`src/rtl/gpio_route_pkg.sv`:
```
package gpio_route_pkg;
    localparam int CHANNELS = 8;
    localparam int SEL_W    = 8;
    localparam int FLT_W    = 4;
    localparam int DATA_W   = 32;
    localparam int ADDR_W   = 4;
    localparam int INV_BASE = 16;
    localparam int SEL_SPAN = 2 ** SEL_W;

    localparam logic [1:0] WRD_MODE   = 2'd0;
    localparam logic [1:0] WRD_SEL_LO = 2'd1;
    localparam logic [1:0] WRD_SEL_HI = 2'd2;
    localparam logic [1:0] WRD_FILT   = 2'd3;

    typedef enum logic {
        FLT_HOLD = 1'b0,
        FLT_PEND = 1'b1
    } flt_state_t;
endpackage

```
`src/rtl/pad_sync.sv`:
```
module pad_sync #(
    parameter int WIDTH = 110
) (
    input  logic             clk,
    input  logic             rst_n,
    input  logic [WIDTH-1:0] async_in,
    output logic [WIDTH-1:0] sync_out
);
    logic [WIDTH-1:0] stage1_q;
    logic [WIDTH-1:0] stage2_q;

    always_ff @(posedge clk or negedge rst_n) begin
        if (!rst_n) begin
            stage1_q <= '0;
            stage2_q <= '0;
        end else begin
            stage1_q <= async_in;
            stage2_q <= stage1_q;
        end
    end

    assign sync_out = stage2_q;

    AST_SYNC_TWO_STAGE: assert property (@(posedge clk) disable iff (!rst_n)
        1'b1 |=> sync_out == $past(stage1_q));
endmodule

```
`src/rtl/route_regs.sv`:
```
module route_regs
    import gpio_route_pkg::*;
(
    input  logic                      clk,
    input  logic                      rst_n,
    input  logic                      bus_sel,
    input  logic                      bus_wr,
    input  logic [ADDR_W-1:0]         bus_addr,
    input  logic [DATA_W-1:0]         bus_wdata,
    output logic [DATA_W-1:0]         bus_rdata,
    output logic [CHANNELS-1:0]       edge_en,
    output logic [CHANNELS-1:0]       inv_en,
    output logic [CHANNELS*SEL_W-1:0] sel_flat,
    output logic [CHANNELS*FLT_W-1:0] flt_flat
);
    localparam int HALF = CHANNELS / 2;

    logic [CHANNELS-1:0] edge_q;
    logic [CHANNELS-1:0] inv_q;
    logic [DATA_W-1:0]   sel_lo_q;
    logic [DATA_W-1:0]   sel_hi_q;
    logic [DATA_W-1:0]   filt_q;
    logic                aligned;
    logic                wr_hit;
    logic [1:0]          word;

    assign aligned = (bus_addr[1:0] == 2'b00);
    assign word    = bus_addr[3:2];
    assign wr_hit  = bus_sel && bus_wr && aligned;

    always_ff @(posedge clk or negedge rst_n) begin
        if (!rst_n) begin
            edge_q   <= '0;
            inv_q    <= '0;
            sel_lo_q <= '0;
            sel_hi_q <= '0;
            filt_q   <= '0;
        end else if (wr_hit) begin
            unique case (word)
                WRD_MODE: begin
                    edge_q <= bus_wdata[CHANNELS-1:0];
                    inv_q  <= bus_wdata[INV_BASE +: CHANNELS];
                end
                WRD_SEL_LO: sel_lo_q <= bus_wdata;
                WRD_SEL_HI: sel_hi_q <= bus_wdata;
                WRD_FILT:   filt_q   <= bus_wdata;
            endcase
        end
    end

    always_comb begin
        bus_rdata = '0;
        if (bus_sel && aligned) begin
            unique case (word)
                WRD_MODE: begin
                    bus_rdata[CHANNELS-1:0]          = edge_q;
                    bus_rdata[INV_BASE +: CHANNELS]  = inv_q;
                end
                WRD_SEL_LO: bus_rdata = sel_lo_q;
                WRD_SEL_HI: bus_rdata = sel_hi_q;
                WRD_FILT:   bus_rdata = filt_q;
            endcase
        end
    end

    assign edge_en  = edge_q;
    assign inv_en   = inv_q;
    assign sel_flat = {sel_hi_q, sel_lo_q};
    assign flt_flat = filt_q;

    AST_SEL_LO_WRITE: assert property (@(posedge clk) disable iff (!rst_n)
        (wr_hit && word == WRD_SEL_LO) |=> sel_flat[HALF*SEL_W-1:0] == $past(bus_wdata));
    AST_MODE_RSVD: assert property (@(posedge clk) disable iff (!rst_n)
        (bus_sel && !bus_wr && aligned && word == WRD_MODE) |->
        (bus_rdata[15:8] == 8'h00 && bus_rdata[31:24] == 8'h00));
    AST_FILT_WRITE: assert property (@(posedge clk) disable iff (!rst_n)
        (wr_hit && word == WRD_FILT) |=> flt_flat == $past(bus_wdata));
endmodule

```
`src/rtl/chan_filter.sv`:
```
module chan_filter
    import gpio_route_pkg::*;
(
    input  logic             clk,
    input  logic             rst_n,
    input  logic             din,
    input  logic [FLT_W-1:0] limit,
    output logic             dout
);
    flt_state_t       state_q, state_d;
    logic [FLT_W-1:0] cnt_q, cnt_d;
    logic             filt_q, filt_d;
    logic             short_lim;

    assign short_lim = (limit <= FLT_W'(1));

    always_comb begin
        state_d = state_q;
        cnt_d   = cnt_q;
        filt_d  = filt_q;
        unique case (state_q)
            FLT_HOLD: begin
                if (din != filt_q) begin
                    if (short_lim) begin
                        filt_d = din;                 // HOLD_COMMIT
                    end else begin
                        state_d = FLT_PEND;           // HOLD_TO_PEND
                        cnt_d   = FLT_W'(1);
                    end
                end
            end
            FLT_PEND: begin
                if (din == filt_q) begin
                    state_d = FLT_HOLD;               // PEND_DROP
                    cnt_d   = '0;
                end else if (short_lim || cnt_q >= limit - FLT_W'(1)) begin
                    state_d = FLT_HOLD;               // PEND_COMMIT
                    cnt_d   = '0;
                    filt_d  = din;
                end else begin
                    cnt_d = cnt_q + FLT_W'(1);
                end
            end
        endcase
    end

    always_ff @(posedge clk or negedge rst_n) begin
        if (!rst_n) begin
            state_q <= FLT_HOLD;
            cnt_q   <= '0;
            filt_q  <= 1'b0;
        end else begin
            state_q <= state_d;
            cnt_q   <= cnt_d;
            filt_q  <= filt_d;
        end
    end

    always_comb begin
        dout = filt_q;
    end

    AST_FILT_FROM_INPUT: assert property (@(posedge clk) disable iff (!rst_n)
        (filt_q != $past(filt_q)) |-> ($past(din) == filt_q));
    AST_FILT_AGREE_HOLD: assert property (@(posedge clk) disable iff (!rst_n)
        (din == filt_q) |=> $stable(filt_q));
endmodule

```
`src/rtl/chan_edge.sv`:
```
module chan_edge (
    input  logic clk,
    input  logic rst_n,
    input  logic filt,
    input  logic edge_mode,
    output logic irq
);
    logic prev_q;
    logic irq_q;

    always_ff @(posedge clk or negedge rst_n) begin
        if (!rst_n) begin
            prev_q <= 1'b0;
            irq_q  <= 1'b0;
        end else begin
            prev_q <= filt;
            irq_q  <= edge_mode ? (filt & ~prev_q) : filt;
        end
    end

    assign irq = irq_q;

    AST_PULSE_SINGLE: assert property (@(posedge clk) disable iff (!rst_n)
        (irq && edge_mode) |=> !irq);
    AST_LEVEL_TRACK: assert property (@(posedge clk) disable iff (!rst_n)
        !edge_mode |=> irq == $past(filt));
endmodule

```
`src/rtl/gpio_irq_router.sv`:
```
module gpio_irq_router
    import gpio_route_pkg::*;
#(
    parameter int NUM_PADS = 110
) (
    input  logic                clk,
    input  logic                rst_n,
    input  logic [NUM_PADS-1:0] pads,
    input  logic                bus_sel,
    input  logic                bus_wr,
    input  logic [3:0]          bus_addr,
    input  logic [31:0]         bus_wdata,
    output logic [31:0]         bus_rdata,
    output logic [7:0]          irq_out
);
    logic [NUM_PADS-1:0]       pad_s;
    logic [SEL_SPAN-1:0]       pad_ext;
    logic [CHANNELS-1:0]       edge_en;
    logic [CHANNELS-1:0]       inv_en;
    logic [CHANNELS*SEL_W-1:0] sel_flat;
    logic [CHANNELS*FLT_W-1:0] flt_flat;

    pad_sync #(.WIDTH(NUM_PADS)) u_sync (
        .clk      (clk),
        .rst_n    (rst_n),
        .async_in (pads),
        .sync_out (pad_s)
    );

    route_regs u_regs (
        .clk       (clk),
        .rst_n     (rst_n),
        .bus_sel   (bus_sel),
        .bus_wr    (bus_wr),
        .bus_addr  (bus_addr),
        .bus_wdata (bus_wdata),
        .bus_rdata (bus_rdata),
        .edge_en   (edge_en),
        .inv_en    (inv_en),
        .sel_flat  (sel_flat),
        .flt_flat  (flt_flat)
    );

    always_comb begin
        pad_ext = '0;
        pad_ext[NUM_PADS-1:0] = pad_s;
    end

    for (genvar c = 0; c < CHANNELS; c++) begin : g_chan
        logic [SEL_W-1:0] sel_c;
        logic             pick;
        logic             cond;
        logic             filt;

        assign sel_c = sel_flat[c*SEL_W +: SEL_W];
        assign pick  = pad_ext[sel_c];
        assign cond  = pick ^ inv_en[c];

        chan_filter u_filt (
            .clk   (clk),
            .rst_n (rst_n),
            .din   (cond),
            .limit (flt_flat[c*FLT_W +: FLT_W]),
            .dout  (filt)
        );

        chan_edge u_edge (
            .clk       (clk),
            .rst_n     (rst_n),
            .filt      (filt),
            .edge_mode (edge_en[c]),
            .irq       (irq_out[c])
        );

        AST_SEL_RANGE: assert property (@(posedge clk) disable iff (!rst_n)
            (int'(sel_c) >= NUM_PADS) |-> !pick);
    end
endmodule

```
`config.mk`:
```
export PLATFORM = sky130hd
export DESIGN_NAME = gpio_irq_router
export DESIGN_NICKNAME = d
export VERILOG_FILES = /design/src/rtl/gpio_route_pkg.sv /design/src/rtl/pad_sync.sv /design/src/rtl/route_regs.sv /design/src/rtl/chan_filter.sv /design/src/rtl/chan_edge.sv /design/src/rtl/gpio_irq_router.sv
export SDC_FILE = /design/constraint.sdc
export NUM_CORES = 1
export LEC_CHECK = 0
export BUFFER_PORTS_ARGS = -buffer_cell sky130_fd_sc_hd__buf_4
export CORE_MARGIN = 4
export CORE_UTILIZATION = 55
export CTS_CLUSTER_SIZE = 40
export DETAILED_ROUTE_END_ITERATION = 8
export MAX_ROUTING_LAYER = met4
export PLACE_DENSITY = 0.87
export SLEW_MARGIN = 0
export SYNTH_ARGS = -nofsm -noshare
export SYNTH_HDL_FRONTEND = slang
export SYNTH_SLANG_ARGS = --single-unit
```
`constraint.sdc`:
```
create_clock -name clk -period 2.7 [get_ports clk]
set_input_delay 0.54 -clock clk [delete_from_list [all_inputs] [get_ports clk]]
set_output_delay 0.54 -clock clk [all_outputs]
set_load 0.05 [all_outputs]
```
Word-level counts from Yosys, hierarchy flattened:

Index checks and enable logic that the tools add are counted.

* register bits after elaboration: 396
* input bits: 150
* output and inout bits: 40
* word-level logic and storage cells: 360

* $add $sub $neg: 16
* $lt $le $gt $ge: 24
* equality and inequality tests: 59
* mux-type cells: 149
* bitwise gates (word level): 32
* reduce and logical (&&, ||, !) cells: 33

Operator list (number)
* 4-bit 2-to-1 mux: 32
* 1-bit 2-to-1 mux: 80
* 8-bit by 9-bit less-than comparator with 1-bit output, second input constant: 8
* 1-bit binary-select mux with 8-bit select: 8
* 4-bit case mux with 2 select lines: 8
* 8-bit case mux with 4 select lines: 2
* 2-bit inequality test, second input constant: 24
* 8-bit case mux with 3 select lines: 2
* 4-bit by 1-bit adder with 4-bit output, second input constant: 8
* 4-bit >= comparator: 8
* 4-bit by 1-bit <= comparator with 1-bit output, second input constant: 8
* 32-bit 2-to-1 mux: 1
* 2-bit by 1-bit inequality test with 1-bit output, second input constant: 16
* 1-bit case mux with 2 select lines: 16
* 4-bit AND reduction: 8
* 4-bit by 1-bit subtractor with 4-bit output, second input constant: 8
* 2-bit AND reduction: 12
* 1-bit inverter: 16
* 1-bit AND: 8
* 1-bit == test: 8
* 1-bit logical OR: 8
* 1-bit inequality test: 8
* 1-bit XOR: 8
* 2-bit == test, second input constant: 2
* 3 further kinds: 6

Depth between registers and ports, before layout:

* depth in word-level cells: 6
* mapped depth: 13
* depth with buffers taken out: 10

Modules after synthesis:

Synthesis repeated with hierarchy kept, for this count alone.

* cells, all modules: 1690
* area, all modules: 22907.0 µm²

Modules (own cells, without submodules)
* gpio_irq_router: times used 1, cells each 741, area each 8020.2 µm², sequential area each 0.0 µm²
* pad_sync: times used 1, cells each 220, area each 5505.3 µm², sequential area each 5505.3 µm²
* route_regs: times used 1, cells each 337, area each 5131.2 µm², sequential area each 2802.7 µm²
* chan_filter at g_chan[0].u_filt ...: times used 7, cells each 46, area each 470.5 µm², sequential area each 150.1 µm²
* chan_edge: times used 8, cells each 3, area each 61.3 µm², sequential area each 50.0 µm²
* chan_filter at g_chan[6].u_filt: times used 1, cells each 46, area each 466.7 µm², sequential area each 150.1 µm²

Worst setup path before layout:

OpenSTA, ideal clock, no wires.

* path type: input port to output port
* start: input bus_addr[3]
* end: output bus_rdata[11]
* arrival time: 2620 ps
* data required time: 2160 ps
* path slack: -460 ps
* stages: 6
* path buffers: 4
* path through: clkbuf_1 buf_1 clkbuf_1 buf_1 a22oi_1 nor2_1

* longest elaborated chain between the ends: 3
* elaborated cells on any way between the ends: 5
* classes of those cells: 3 x eq/ne; 2 x mux

RTL lines
* start, declared: RTL line gpio_irq_router.sv:11 `input logic [3:0] bus_addr,`
* 2-bit == test / 2-bit by 1-bit == test with 1-bit output (equally long branches): RTL line route_regs.sv:54 `unique case (word)`
* 8-bit case mux with 3 select lines *: RTL line route_regs.sv:54
* 32-bit 2-to-1 mux *: RTL line route_regs.sv:53 `if (bus_sel && aligned) begin`
* end, declared: RTL line gpio_irq_router.sv:13 `output logic [31:0] bus_rdata,`

Every way passes the cells marked *; elsewhere a longest branch is shown, timed or not.

Worst setup path after layout:

* start: register u_regs.sel_hi_q[0]
* end: register g_chan[4].u_filt.cnt_q[3]

* longest elaborated chain between the ends: 6
* elaborated cells on any way between the ends: 9
* classes of those cells: 3 x eq/ne; 4 x mux; 1 x bitwise; 1 x reduce/logical

RTL lines
* start, declared: RTL line route_regs.sv:21 `logic [DATA_W-1:0] sel_hi_q;`
* start signal, assigned: RTL line route_regs.sv:45 `WRD_SEL_HI: sel_hi_q <= bus_wdata;`
* 1-bit binary-select mux with 8-bit select *: RTL line gpio_irq_router.sv:56 `assign pick = pad_ext[sel_c];`
* 1-bit 2-to-1 mux (not written as such) *: RTL line gpio_irq_router.sv:56
* 1-bit XOR *: RTL line gpio_irq_router.sv:57 `assign cond = pick ^ inv_en[c];`
* 1-bit == test / 1-bit inequality test (equally long branches): RTL line chan_filter.sv:33, chan_filter.sv:23
* 4-bit 2-to-1 mux / 2-bit by 1-bit inequality test with 1-bit output (equally long branches)
* 4-bit case mux with 2 select lines / 2-bit AND reduction (equally long branches)
* end signal, assigned: RTL line chan_filter.sv:54 `cnt_q <= cnt_d;`
* end, declared: RTL line chan_filter.sv:11 `logic [FLT_W-1:0] cnt_q, cnt_d;`

Every way passes the cells marked *; elsewhere a longest branch is shown, timed or not. The select of a mux whose other input is x is not followed.
A chain may end at the register's enable or synchronous reset.

==> impl_metrics.yaml <==
detailed_routing:
  post_drt_wl_per_cell_um: 29.8
  viasPerCell: 6.85
  wirelength_um: 78700
  via_count: 18100
  post-route-drc-count: 0
  ant_nets: 0
  drt-pass1-iter-count: 5
  drt_iter0_markers: 2561
floorplanning:
  start_util_pct: 56.0
  core_um2: 40000
  die_h_um: 210
  ioPinCount: 190
  die_x_um: 210
  die-area_um2: 44000
  num_rows: 73
yosys:
  postSynthAreaPerCell_um2: 13.8
  synthesis.area_um2: 22400
  ys_top_cells_by_count: "dfrtp_1, mux4_2, mux2_2"
  ys_types: 73
  yosysWarnings: 0
  ys_top_cells_by_area: "dfrtp_1, mux4_2, mux2_2"
  synthFlopType: "dfrtp_1"
  async_flop_share_pct: 100
  synthCells: 1624
  syn-num-nets: 1830
  synth_most_common_cell: "dfrtp_1"
  seq_area_frac_synth_pct: 44.2
  yosysTopAreaCell: "dfrtp_1"
  synth_edf_count: 0
  synth_top_area_share_pct: 44.2
  synth_seq_cells: 396
setup_path:
  worstPathMaxFanout: 5
  required_ns: 3.16
  crit_buf_inv: 3
  cpPeakStageDelay_ns: 0.53
  crit_path_top_delay_cell: "mux4_2"
  crit_chain: "buf_6 > clkbuf_16 > mux4_2 > mux4_2 > a2111oi_4 > nor4_4 > buf_6 > xnor2_4 > a21oi_2 > a221o_1"
  cp-start-kind: "register"
  cp_data_arrival_time_ns: 3.67
  crit_path_end_kind: "register"
  critPathKind: "register to register"
  cp_top_family: "multiplexers"
sta:
  slew_headroom_pct: 47.2
  fmax_ghz: 0.311
  rsz0062_at_grt: "yes"
  fin_crit_ns: 3.21
  hold_violations: 0
  fin_crit_sh_pct: 119
  worstMarginPinSlew_ns: 0.792
  clock_skew_ns: 0.0245
  slew_viol_final: 0
  setup_ws_ns: -0.514
  setup_violations: 45
clock_tree:
  cts_htree_levels: 2
  clockBufferDepth: 3
  root_buffer: "clkbuf_16"
  clock_latency_ns: 0.58
  clock-sinks: 396
  cts_tree: "yes"
  numCtsBuffers: 40
  clk_pin_slew_ns: 0.06
power_and_ir_drop:
  p_sw_share_pct: 35.8
  p_clk_share_pct: 23.9
  ir_drop_v: 0.000600
  switchingPower_uw: 9130
  p_leak_uw: 0.0128
  p_int_uw: 16400
  pwr-share-seq_pct: 31.7
  p_per_area_nw_per_um2: 857
  report.power.total_uw: 25500
  power_frac_comb_pct: 44.4
global_routing:
  grt_usage_pct: 35.2
  antenna_found_initial: 2
  grt_pass1_wl_um: 114000
  globalRoute.totalOverflow: 0
  grt_max_degree: 102
  grt_pass1_vias: 18400
finish:
  final_layout_size_suffix_gt1_share_pct: 53.8
  multiInputGateArea_um2: 12500
  ff_latch_area_um2: 9940
  synthToLayoutAreaGrowth_pct: 33.0
  fin_nets: 2293
  n_fill_cell: 2393
place:
  gp_congestion: 1.09
  io_buffer_count: 189
  dp_hpwl_um: 55100
  post-place-ws_ns: -0.507
run_status:
  violations: "setup timing"
  status: "finished, violations left"
flow_run:
  maxCapViolCount: 0
worst_hold_path:
  hold_path.class: "input pin to register"
[power groups by stage]
stage	Combinational (uW)	Clock (uW)	Sequential [uW]
floorplan	5940	0	7450
global placement	8590	0	7920
detailed placement	8880	0	7980
CTS	10000	6180	7950
global route	11900	6430	8130
finish	11300	6110	8090
[path summary, 6_finish.rpt]
| kind | endpoint | startpoint | slack, ns | depth (start not counted) |
|---|---|---|---|---|
| worst min register to register | u_sync.sync_out[73] | u_sync.stage1_q[73] | 0.34 | 0 |
| max in group asynchronous | u_sync.stage1_q[17] | rst_n | 1.31 | 4 |
| worst max-delay path | g_chan[4].u_filt.cnt_q[3] | u_regs.sel_hi_q[0] | -0.51 | 10 |
| worst max register to register | g_chan[4].u_filt.cnt_q[3] | u_regs.sel_hi_q[0] | -0.51 | 10 |
| min in group asynchronous | g_chan[3].u_filt.cnt_q[0] | rst_n | 0.45 | 2 |
| worst min-delay path | u_sync.stage1_q[81] | pads[81] | 0.07 | 1 |
[cell families (layout without fill, tap and decap cells)]
kind of cell / after synthesis / after routing / synth area share [%]
and+or+nand+nor: 297 / 297 / 6.92
buffers and inverters: 177 / 672 / 3.55
xor gates and xnor gates: 40 / 40 / 1.63
AOI/OAI and AO/OA: 242 / 242 / 7.84
adders and majority gates: 56 / 56 / 3.13
muxes: 416 / 416 / 32.7
DFF: 396 / 396 / 44.2
other: 0 / 1 / 0
[repair_timing]
| action | 4_1_cts | 5_1_grt |
|---|---|---|
| hold endpoints to repair | 29 | 0 |
| endpoints found under the setup margin | 54 | 55 |
| buffers inserted | 40 | 44 |
| hold buffers | 1 | 0 |
| pin swaps | 24 | 52 |
| gates cloned | 5 | 3 |
| resized for setup | 127 | 96 |
[layer usage]
layer | global-route usage (%) | wire [um] | share of wire (%) | up-vias
li1 | - | - | - | 7187
met1 | 44.7 | 26800 | 34 | 9107
met2 | 53.6 | 36600 | 46 | 1474
met3 | 7.95 | 9640 | 12 | 363
met4 | 18.5 | 5670 | 7.2 | 0
met5 | - | 0 | 0 | -
[cell usage in the layout, fill, tap and decap left out, types with 35 or more instances in the layout]
cell type	count
nand2_1	54
nor2_1	48
buf_6	35
ha_1	56
clkbuf_16	44
dfrtp_1	375
inv_1	56
o21ai_0	38
mux2_2	139
mux4_2	234
buf_4	437
buf_12	50
[state kept, by name, summed over array words and instances, names as in the netlist, 32 cells and up]
register             flops
u_regs.flt_flat         32
u_regs.sel_hi_q         32
u_regs.sel_lo_q         32
u_sync.stage1_q        110
g_chan.u_filt.cnt_q     32
u_sync.sync_out        110
[stage by stage]
stage / instances / util, % / area, um^2 / TNS (ns) / hold slack [ns]
after floorplan: 1624 / - / 22600 / -0.418 / 0.244
after global placement: 2489 / 66.4 / 26600 / -9.02 / 0.332
after detailed placement: 2489 / 66.4 / 26600 / -11.94 / 0.335
after CTS: 2607 / 72.6 / 29000 / -7.82 / 0.0441
after global routing: 2645 / 74.5 / 29800 / -15.81 / 0.0471
final: 2645 / 74.5 / 29800 / -12.54 / 0.0671
[area by class of cell]
class	count	share of cell area (%)
timing repair buffer	539	16.8
sequential	396	33.4
clock inverter	21	1.10
tap	525	2.20
inverter	59	0.769
clock buffer	53	3.80
antenna	1	0.00840
multi-input combinational	1051	42.0
[worst reg2reg max path: cells and delay by family (launching register included)]
family / cells / cell delay (ns)
muxes: 2 / 1.02
buffers and inverters: 3 / 0.45
xor gates and xnor gates: 1 / 0.20
AOI/OAI and AO/OA: 3 / 0.89
and+or+nand+nor: 1 / 0.09
DFF: 1 / 0.45
Note: power is estimated with default switching activity, not from simulation.
